$ cat config.mk
export PLATFORM = sky130hd
export DESIGN_NAME = sigmul_iter
export DESIGN_NICKNAME = d
export VERILOG_FILES = /design/src/rtl/sigmul_pkg.sv /design/src/rtl/sigmul_opdec.sv /design/src/rtl/sigmul_step.sv /design/src/rtl/sigmul_iter.sv
export SDC_FILE = /design/constraint.sdc
export NUM_CORES = 1
export LEC_CHECK = 0
export BUFFER_PORTS_ARGS = -buffer_cell sky130_fd_sc_hd__buf_2
export CAP_MARGIN = 20
export CORE_ASPECT_RATIO = 0.6
export CORE_MARGIN = 1
export CORE_UTILIZATION = 40
export CTS_CLUSTER_DIAMETER = 60
export DETAILED_ROUTE_END_ITERATION = 6
export HOLD_SLACK_MARGIN = 0.06
export MAX_ROUTING_LAYER = met4
export PLACE_DENSITY = 0.72
export SYNTH_ARGS = -nofsm -noshare
export SYNTH_HDL_FRONTEND = slang
export SYNTH_SLANG_ARGS = --single-unit
$ cat constraint.sdc
create_clock -name clk -period 3.32 [get_ports clk]
set_input_delay 0.664 -clock clk [delete_from_list [all_inputs] [get_ports clk]]
set_output_delay 0.664 -clock clk [all_outputs]
set_load 0.005 [all_outputs]
$ cat src/rtl/sigmul_pkg.sv
package sigmul_pkg;

    localparam int DEF_EXP_W  = 8;
    localparam int DEF_FRAC_W = 23;

    typedef enum logic {
        PH_IDLE = 1'b0,
        PH_RUN  = 1'b1
    } phase_e;

endpackage

$ cat src/rtl/sigmul_opdec.sv
module sigmul_opdec #(
    parameter int EXP_W  = 8,
    parameter int FRAC_W = 23,
    localparam int SIG_W = FRAC_W + 1
) (
    input  logic [EXP_W-1:0]  exp_i,
    input  logic [FRAC_W-1:0] frac_i,
    output logic [SIG_W-1:0]  sig_o,
    output logic              zero_o,
    output logic              nonfinite_o
);

    logic exp_nz;

    always_comb begin
        exp_nz      = |exp_i;
        // hidden bit follows the exponent field, subnormals get 0
        sig_o       = {exp_nz, frac_i};
        zero_o      = !exp_nz && (frac_i == '0);
        // infinity and NaN share the all-ones exponent
        nonfinite_o = &exp_i;
    end

endmodule

$ cat src/rtl/sigmul_step.sv
module sigmul_step #(
    parameter int SIG_W = 24
) (
    input  logic [SIG_W-1:0] hi_i,
    input  logic [SIG_W-1:0] lo_i,
    input  logic [SIG_W-1:0] mpl_i,
    output logic [SIG_W-1:0] hi_o,
    output logic [SIG_W-1:0] lo_o,
    output logic             retired_o
);

    logic [SIG_W:0] sum;

    always_comb begin
        // add the multiplier significand when the current multiplicand bit is set
        sum       = {1'b0, hi_i} + (lo_i[0] ? {1'b0, mpl_i} : '0);
        // shift right: carry enters the top, sum LSB moves into the low half
        hi_o      = sum[SIG_W:1];
        lo_o      = {sum[0], lo_i[SIG_W-1:1]};
        retired_o = sum[0];
    end

endmodule

$ cat src/rtl/sigmul_iter.sv
module sigmul_iter
    import sigmul_pkg::*;
#(
    parameter int EXP_W  = DEF_EXP_W,
    parameter int FRAC_W = DEF_FRAC_W,
    localparam int OP_W   = 1 + EXP_W + FRAC_W,
    localparam int SIG_W  = FRAC_W + 1,
    localparam int PROD_W = 2 * SIG_W
) (
    input  logic              clk,
    input  logic              rst,
    input  logic              start,
    input  logic [OP_W-1:0]   op_a,
    input  logic [OP_W-1:0]   op_b,
    output logic              busy,
    output logic              done,
    output logic [PROD_W-1:0] product,
    output logic              sticky
);

    localparam int CNT_W     = $clog2(SIG_W);
    localparam int STICKY_HI = PROD_W - SIG_W - 3;
    localparam logic [CNT_W-1:0] LAST_STEP = CNT_W'(SIG_W - 1);

    typedef struct packed {
        phase_e             phase;
        logic               done;
        logic [CNT_W-1:0]   cnt;
        logic [SIG_W-1:0]   hi;
        logic [SIG_W-1:0]   lo;
        logic [SIG_W-1:0]   mpl;
        logic               sticky;
    } st_t;

    st_t st_d, st_q;

    // operand decode, one instance per operand (index 0 = op_a)
    logic [1:0][OP_W-1:0]  opnd;
    logic [1:0][SIG_W-1:0] sig;
    logic [1:0]            is_zero;
    logic [1:0]            is_nonfin;
    logic                  bypass;

    assign opnd = {op_b, op_a};

    for (genvar g = 0; g < 2; g++) begin : g_dec
        sigmul_opdec #(
            .EXP_W  (EXP_W),
            .FRAC_W (FRAC_W)
        ) u_dec (
            .exp_i       (opnd[g][OP_W-2 -: EXP_W]),
            .frac_i      (opnd[g][FRAC_W-1:0]),
            .sig_o       (sig[g]),
            .zero_o      (is_zero[g]),
            .nonfinite_o (is_nonfin[g])
        );
    end

    assign bypass = (|is_zero) || (|is_nonfin);

    // one shift-add step
    logic [SIG_W-1:0] step_hi, step_lo;
    logic             step_bit;

    sigmul_step #(
        .SIG_W (SIG_W)
    ) u_step (
        .hi_i      (st_q.hi),
        .lo_i      (st_q.lo),
        .mpl_i     (st_q.mpl),
        .hi_o      (step_hi),
        .lo_o      (step_lo),
        .retired_o (step_bit)
    );

    always_comb begin
        st_d      = st_q;
        st_d.done = 1'b0;
        unique case (st_q.phase)
            PH_IDLE: begin
                if (start) begin
                    st_d.cnt    = '0;
                    st_d.hi     = '0;
                    st_d.sticky = 1'b0;
                    if (bypass) begin
                        st_d.done = 1'b1;
                        st_d.lo   = '0;
                        st_d.mpl  = '0;
                    end else begin
                        st_d.phase = PH_RUN;
                        st_d.lo    = sig[0];
                        st_d.mpl   = sig[1];
                    end
                end
            end
            PH_RUN: begin
                st_d.hi = step_hi;
                st_d.lo = step_lo;
                // step k retires product bit k
                if (32'(st_q.cnt) <= STICKY_HI) begin
                    st_d.sticky = st_q.sticky | step_bit;
                end
                if (st_q.cnt == LAST_STEP) begin
                    st_d.phase = PH_IDLE;
                    st_d.done  = 1'b1;
                end else begin
                    st_d.cnt = st_q.cnt + 1'b1;
                end
            end
            default: st_d.phase = PH_IDLE;
        endcase
    end

    always_ff @(posedge clk) begin
        if (rst) begin
            st_q <= '0;
        end else begin
            st_q <= st_d;
        end
    end

    assign busy    = (st_q.phase == PH_RUN);
    assign done    = st_q.done;
    assign product = {st_q.hi, st_q.lo};
    assign sticky  = st_q.sticky;

    // ---------------- assertions ----------------
    logic [CNT_W:0] run_len;

    always_ff @(posedge clk) begin
        if (rst) begin
            run_len <= '0;
        end else if (busy) begin
            run_len <= run_len + 1'b1;
        end else begin
            run_len <= '0;
        end
    end


    done_pulse_chk: assert property (@(posedge clk) disable iff (rst)
        done |=> !done);


    busy_done_excl_chk: assert property (@(posedge clk) disable iff (rst)
        busy |-> !done);


    run_length_chk: assert property (@(posedge clk) disable iff (rst)
        $fell(busy) |-> (done && (32'(run_len) == SIG_W)));


    early_exit_chk: assert property (@(posedge clk) disable iff (rst)
        (start && !busy && bypass) |=> (done && !busy && (product == '0) && !sticky));


    idle_hold_chk: assert property (@(posedge clk) disable iff (rst)
        (!busy && !start) |=> ($stable(product) && $stable(sticky)));


    start_ignored_chk: assert property (@(posedge clk) disable iff (rst)
        (busy && !done && start && (32'(run_len) < SIG_W - 1)) |=> busy);

endmodule

Word-level counts from Yosys, hierarchy flattened:

Index checks and enable logic that the tools add are counted.

* register bits: 80
* bits of input ports: 67
* output and inout bits: 51
* logic and storage cells: 42

* add/subtract/negate cells: 2
* $lt $le $gt $ge: 1
* eq/ne operators: 4
* mux-type cells: 10
* bitwise operators: 2
* reduce and logical (&&, ||, !) cells: 16

Operators with widths (count)
* case mux 55 bit (2 select lines): 1
* two-way mux 80 bit: 1
* two-way mux 48 bit: 1
* zero test 23 bit: 2
* adder 24 x 25 -> 25 bit: 1
* two-way mux 24 bit: 1
* AND reduction 8 bit: 2
* OR reduction 8 bit: 2
* AND reduction 2 bit: 3
* adder 5 x 1 -> 5 bit, second input constant: 1
* == test 5 bit, second input constant: 1
* <= comparator 5 bit, second input constant: 1
* two-way mux 5 bit: 1
* != test 2 bit, second input constant: 2
* OR reduction 2 bit: 2
* two-way mux 1 bit: 3
* logical AND 1 bit: 2
* zero test 1 bit: 2
* two-way mux 2 bit: 1
* != test 2 x 1 -> 1 bit, second input constant: 1
* case mux 1 bit (2 select lines): 1
* logical OR 1 bit: 1
* NOT 1 bit: 1
* bitwise OR 1 bit: 1

Logic depth before layout (Yosys ltp):

* depth after elaboration: 8
* depth in mapped cells: 12
* mapped depth without buffers: 11

Cells and area by module:

Synthesis repeated with hierarchy kept, for this count alone.

* cell total of the unflattened synthesis: 693
* area total of the unflattened synthesis: 5656.7 um^2

By module, submodules not included
* sigmul_iter: times used 1, cells each 395, area an instance 3535.9 um^2, seq. area each 1601.5 um^2
* sigmul_step: times used 1, cells each 220, area an instance 1582.8 um^2, seq. area each 0.0 um^2
* sigmul_opdec: times used 2, cells each 39, area an instance 269.0 um^2, seq. area each 0.0 um^2

Worst setup path before layout:

Ideal clock, no wire load.

* path kind: register -> register
* start: register st_q, in the netlist product[0]
* end: register st_q, in the netlist product[43]
* library setup time: 0.117 ns
* data arrival time: 2.714 ns
* required time: 3.203 ns
* setup slack: 0.488 ns
* stages on the path, launching flop included: 13
* buffers on the path: 1
* clock period less this slack: 2.832 ns
* path through: dfxtp_1 clkbuf_1 and2_1 ha_1 inv_1 fa_1 nor2b_4 o2111ai_4 a2111oi_4 nor3b_4 a211oi_2 o21ai_0 a32o_1

* longest elaborated chain between the ends: 3

Ends and longest elaborated chain
* start: declaration: RTL line sigmul_iter.sv:35 `st_t st_d, st_q;`
* start signal: assignment: RTL line sigmul_iter.sv:118 `st_q <= st_d;`
* two-way mux 24 bit: RTL line sigmul_step.sv:16 `sum = {1'b0, hi_i} + (lo_i[0] ? {1'b0, mpl_i} : '0);`
* adder 24 x 25 -> 25 bit: RTL line sigmul_step.sv:16
* case mux 55 bit (2 select lines): RTL line sigmul_iter.sv:79 `unique case (st_q.phase)`

Every way passes these cells.
A chain may end at the register's enable or synchronous reset.

Worst setup path after layout:

Ends and elaborated chain as after synthesis.

==> qor.txt <==
STATUS
------------------------------------------------------------------------------------
Outcome                                                                 finished clean

POWER
------------------------------------------------------------------------------------
Leakage component of the power                                               2.38 nW
PnR Total Power                                                              2.31 mW
IR Drop Worst-Case VDD                                                      0.287 mV
Total power per unit cell area                                           408 nW/um^2

DRT
------------------------------------------------------------------------------------
DRC violations left                                                                0
Post-DR vias/cell                                                               5.57
Number of DRC markers in iteration 0                                             407
Routed WL per cell                                                           16.2 um
Detailed-routed wire length on met2                                          5880 um
DR pass1 iterations                                                                5
Wire length on met1                                                          6850 um
Wire length after detailed routing                                          13800 um
Wire length on met3                                                           915 um
Uppermost metal layer occupied by signal nets                                   met4
Antenna Violating Nets Remaining                                                   0
Detailed-route via count                                                        4726

DIE
------------------------------------------------------------------------------------
Initial Util                                                                   41.2%
Area enclosed by the die boundary                                        13000 sq um
I/O pin count                                                                    118
Number of rows in the core area                                                   31
Standard cell core area                                                  12100 sq um
Die span in x                                                                 146 um
Die height                                                                   88.7 um

GLOBAL ROUTE
------------------------------------------------------------------------------------
First-pass GRT wire length                                                  22700 um
Global-route usage over all layers                                             22.9%
Antenna violations before repair                                                   0
Via count of the first global-routing pass                                      4501
Sum of overflow across all layers after global routing                             0
Maximum number of pins on one net before global-route repair                      71

CLOCK TREE
------------------------------------------------------------------------------------
# hold bufs at CTS                                                                 0
CTS Root Cell                                                           sky130_fd_sc_hd__clkbuf_16
Clock H-tree levels                                                                3
Buffers inserted during post-CTS setup optimization                                0
Maximum root-to-sink buffer count                                                  2
Clock buffer count from CTS                                                        9
TritonCTS clock tree                                                           built
Number of clock sinks                                                             80
Register clock-pin slew on the reported worst setup and hold paths           0.06 ns
Clock Latency Late Sink                                                      0.34 ns
Resized cells post-CTS                                                             0

YOSYS
------------------------------------------------------------------------------------
Area share of the largest cell type after synthesis                            32.0%
Main synth FF type                                                      sky130_fd_sc_hd__dfxtp_1
Flop and latch count out of synthesis                                             80
Number of flops mapped to enable cells by yosys                                    0
Count of distinct cell types in the synthesized netlist                           58
Syn avg cell area                                                         8.01 sq um
Yosys top cell by area                                                  sky130_fd_sc_hd__dfxtp_1
Net count of the mapped netlist                                                  719
Async set or reset register ratio after synthesis                                 0%
Top cells by count, synth                                               80 x sky130_fd_sc_hd__dfxtp_1, 57 x sky130_fd_sc_hd__a21oi_1, 55 x sky130_fd_sc_hd__nor2_1
Yosys synthesis warning count                                                      0
Post-Syn Area                                                             5010 sq um
Leading cell type by number of instances after synthesis                sky130_fd_sc_hd__dfxtp_1
Post-synthesis sequential area ratio                                           32.0%
Top area cells in the synthesized netlist                               sky130_fd_sc_hd__dfxtp_1 32%, sky130_fd_sc_hd__buf_4 7.2%, sky130_fd_sc_hd__ha_1 6.5%
Synthesized instance count                                                       625

TIMING
------------------------------------------------------------------------------------
RSZ-0062 raised after global routing                                              no
Number of hold violations in the final report                                      0
Number of pins exceeding their max-slew limit in the final report                  0
Max Clock Skew                                                            0.00782 ns
Final sum of negative setup slack                                               0 ns
Final worst-path cycle share                                                   88.5%
Time the final worst path needs with I/O delays and setup                    2.94 ns
Timing-limited maximum frequency                                           0.340 GHz
Final setup violation count                                                        0
Relative max-transition margin                                                 26.9%
Transition time at the pin with the least slew margin                        1.09 ns

PLACE
------------------------------------------------------------------------------------
Routability Congestion                                                         0.952
Detail Placement HPWL                                                       10400 um
Buffers on Ports                                                                 115

FINAL LAYOUT
------------------------------------------------------------------------------------
Area occupied by multi-input gates                                        2870 sq um
Area Overhead vs Synth                                                         13.3%
Total area of sequential cells                                            1600 sq um
Net total in the final layout                                                    772
Number of antenna cells inserted                                                   0
Layout filler cell count                                                        1190
Fraction of layout cells with a size suffix above 1                            22.5%

CRITICAL PATH
------------------------------------------------------------------------------------
Kind of start point of the critical path                                        flop
Cell with the biggest individual delay on the critical path             sky130_fd_sc_hd__fa_1
Worst EP arrival                                                             3.17 ns
Crit path capture type                                                          flop
Worst setup path class                                                  flop to flop
Crit path cell chain                                                    and2_1 -> ha_1 -> inv_1 -> fa_1 -> nor2b_4 -> o2111ai_4 -> a2111oi_4 -> nor3b_4 -> a211oi_2 -> o21ai_0 -> a32o_1
Largest stage delay, worst path                                              0.45 ns
Critical path required time                                                  3.55 ns
Biggest fanout along the worst timing path                                         5
Crit path max-delay family                                              compound AO/OA/AOI/OAI gates
Count of buffering cells on the critical path with inverters included              1

RUN
------------------------------------------------------------------------------------
Max Cap Viol                                                                       0

MIN PATH
------------------------------------------------------------------------------------
HP Class                                                                flop to flop

==> logic make-up (layout without fill, tap and decap cells) <==
kind of cell | after synthesis | count (layout) | synth area share [%]
simple gates | 255 | 255 | 27.0
compound gates | 149 | 149 | 20.2
buf+inv | 97 | 155 | 10.9
flops | 80 | 80 | 32.0
fa+ha+maj | 27 | 27 | 6.90
xor+xnor | 16 | 16 | 2.80
mux | 1 | 1 | 0.200
==> cell type report <==
type                    instances  share of cell area, %
multi-input cells             448                   50.5
inverters                      15                  0.993
well taps                     165                   3.64
flip-flops and latches         80                   28.3
repair buffers                124                   11.3
clock inverters                 7                   1.26
clock buffers                   9                   3.97
==> placed cells by master, fill, tap and decap left out, types with 14 or more instances in the layout <==
cell and count:
sky130_fd_sc_hd__buf_2 115, sky130_fd_sc_hd__dfxtp_1 79, sky130_fd_sc_hd__a21oi_1 57, sky130_fd_sc_hd__nor2_1 55, sky130_fd_sc_hd__nand2_1 51, sky130_fd_sc_hd__nand3_1 38
sky130_fd_sc_hd__nor3b_1 29, sky130_fd_sc_hd__ha_1 26, sky130_fd_sc_hd__and2_1 24, sky130_fd_sc_hd__a221oi_1 23, sky130_fd_sc_hd__o21ai_0 19, sky130_fd_sc_hd__inv_1 15
sky130_fd_sc_hd__nor4_1 14
==> report_power, final <==
| part | switching [mW] | internal (mW) | leakage (nW) |
|---|---|---|---|
| logic | 0.171 | 0.114 | 1.59 |
| clock network | 0.415 | 0.582 | 0.138 |
| registers | 0.0281 | 1.00 | 0.653 |
| total | 0.615 | 1.70 | 2.38 |
==> registers in the layout, indices dropped and copies added (netlist names) <==
signal,count
sticky,1
busy,1
st_q,29
product,48
done,1
==> stage by stage <==
| stage | cell area (sq um) | hold slack [ns] | cells | setup slack [ns] | util (%) |
|---|---|---|---|---|---|
| 2_1_floorplan | 5010 | 0.427 | 625 | 0.488 | - |
| 3_3_place_gp | 5370 | 0.438 | 832 | 0.508 | 44.3 |
| 3_5_place_dp | 5370 | 0.441 | 832 | 0.429 | 44.3 |
| 4_1_cts | 5670 | 0.449 | 848 | 0.375 | 46.7 |
| 5_1_grt | 5670 | 0.464 | 848 | 0.194 | 46.7 |
| 6_report | 5670 | 0.445 | 848 | 0.383 | 46.7 |
==> layer usage <==
layer | vias up | track usage, %
met1 | 2238 | 30.7
met2 | 162 | 34.6
met3 | 14 | 5.67
met5 | - | -
met4 | 0 | 5.11
li1 | 2312 | -
==> worst paths after layout <==
check | slack [ns] | endpoint | start | depth (start not counted)
min | 0.44 | st_q[19] | st_q[19] | 2
min reg2reg | 0.44 | st_q[19] | st_q[19] | 2
max reg2reg | 0.38 | product[43] | product[0] | 11
max | 0.38 | product[43] | product[0] | 11
==> worst reg2reg max path: cells and delay by family, from the launching register on <==
kind | cells | cell delay [ns]
and+or+nand+nor | 3 | 0.46
buffers and inverters | 1 | 0.06
AOI/OAI and AO/OA | 5 | 1.31
adders and majority gates | 2 | 0.62
DFF | 1 | 0.39
Power figures use the tool's default switching activity.
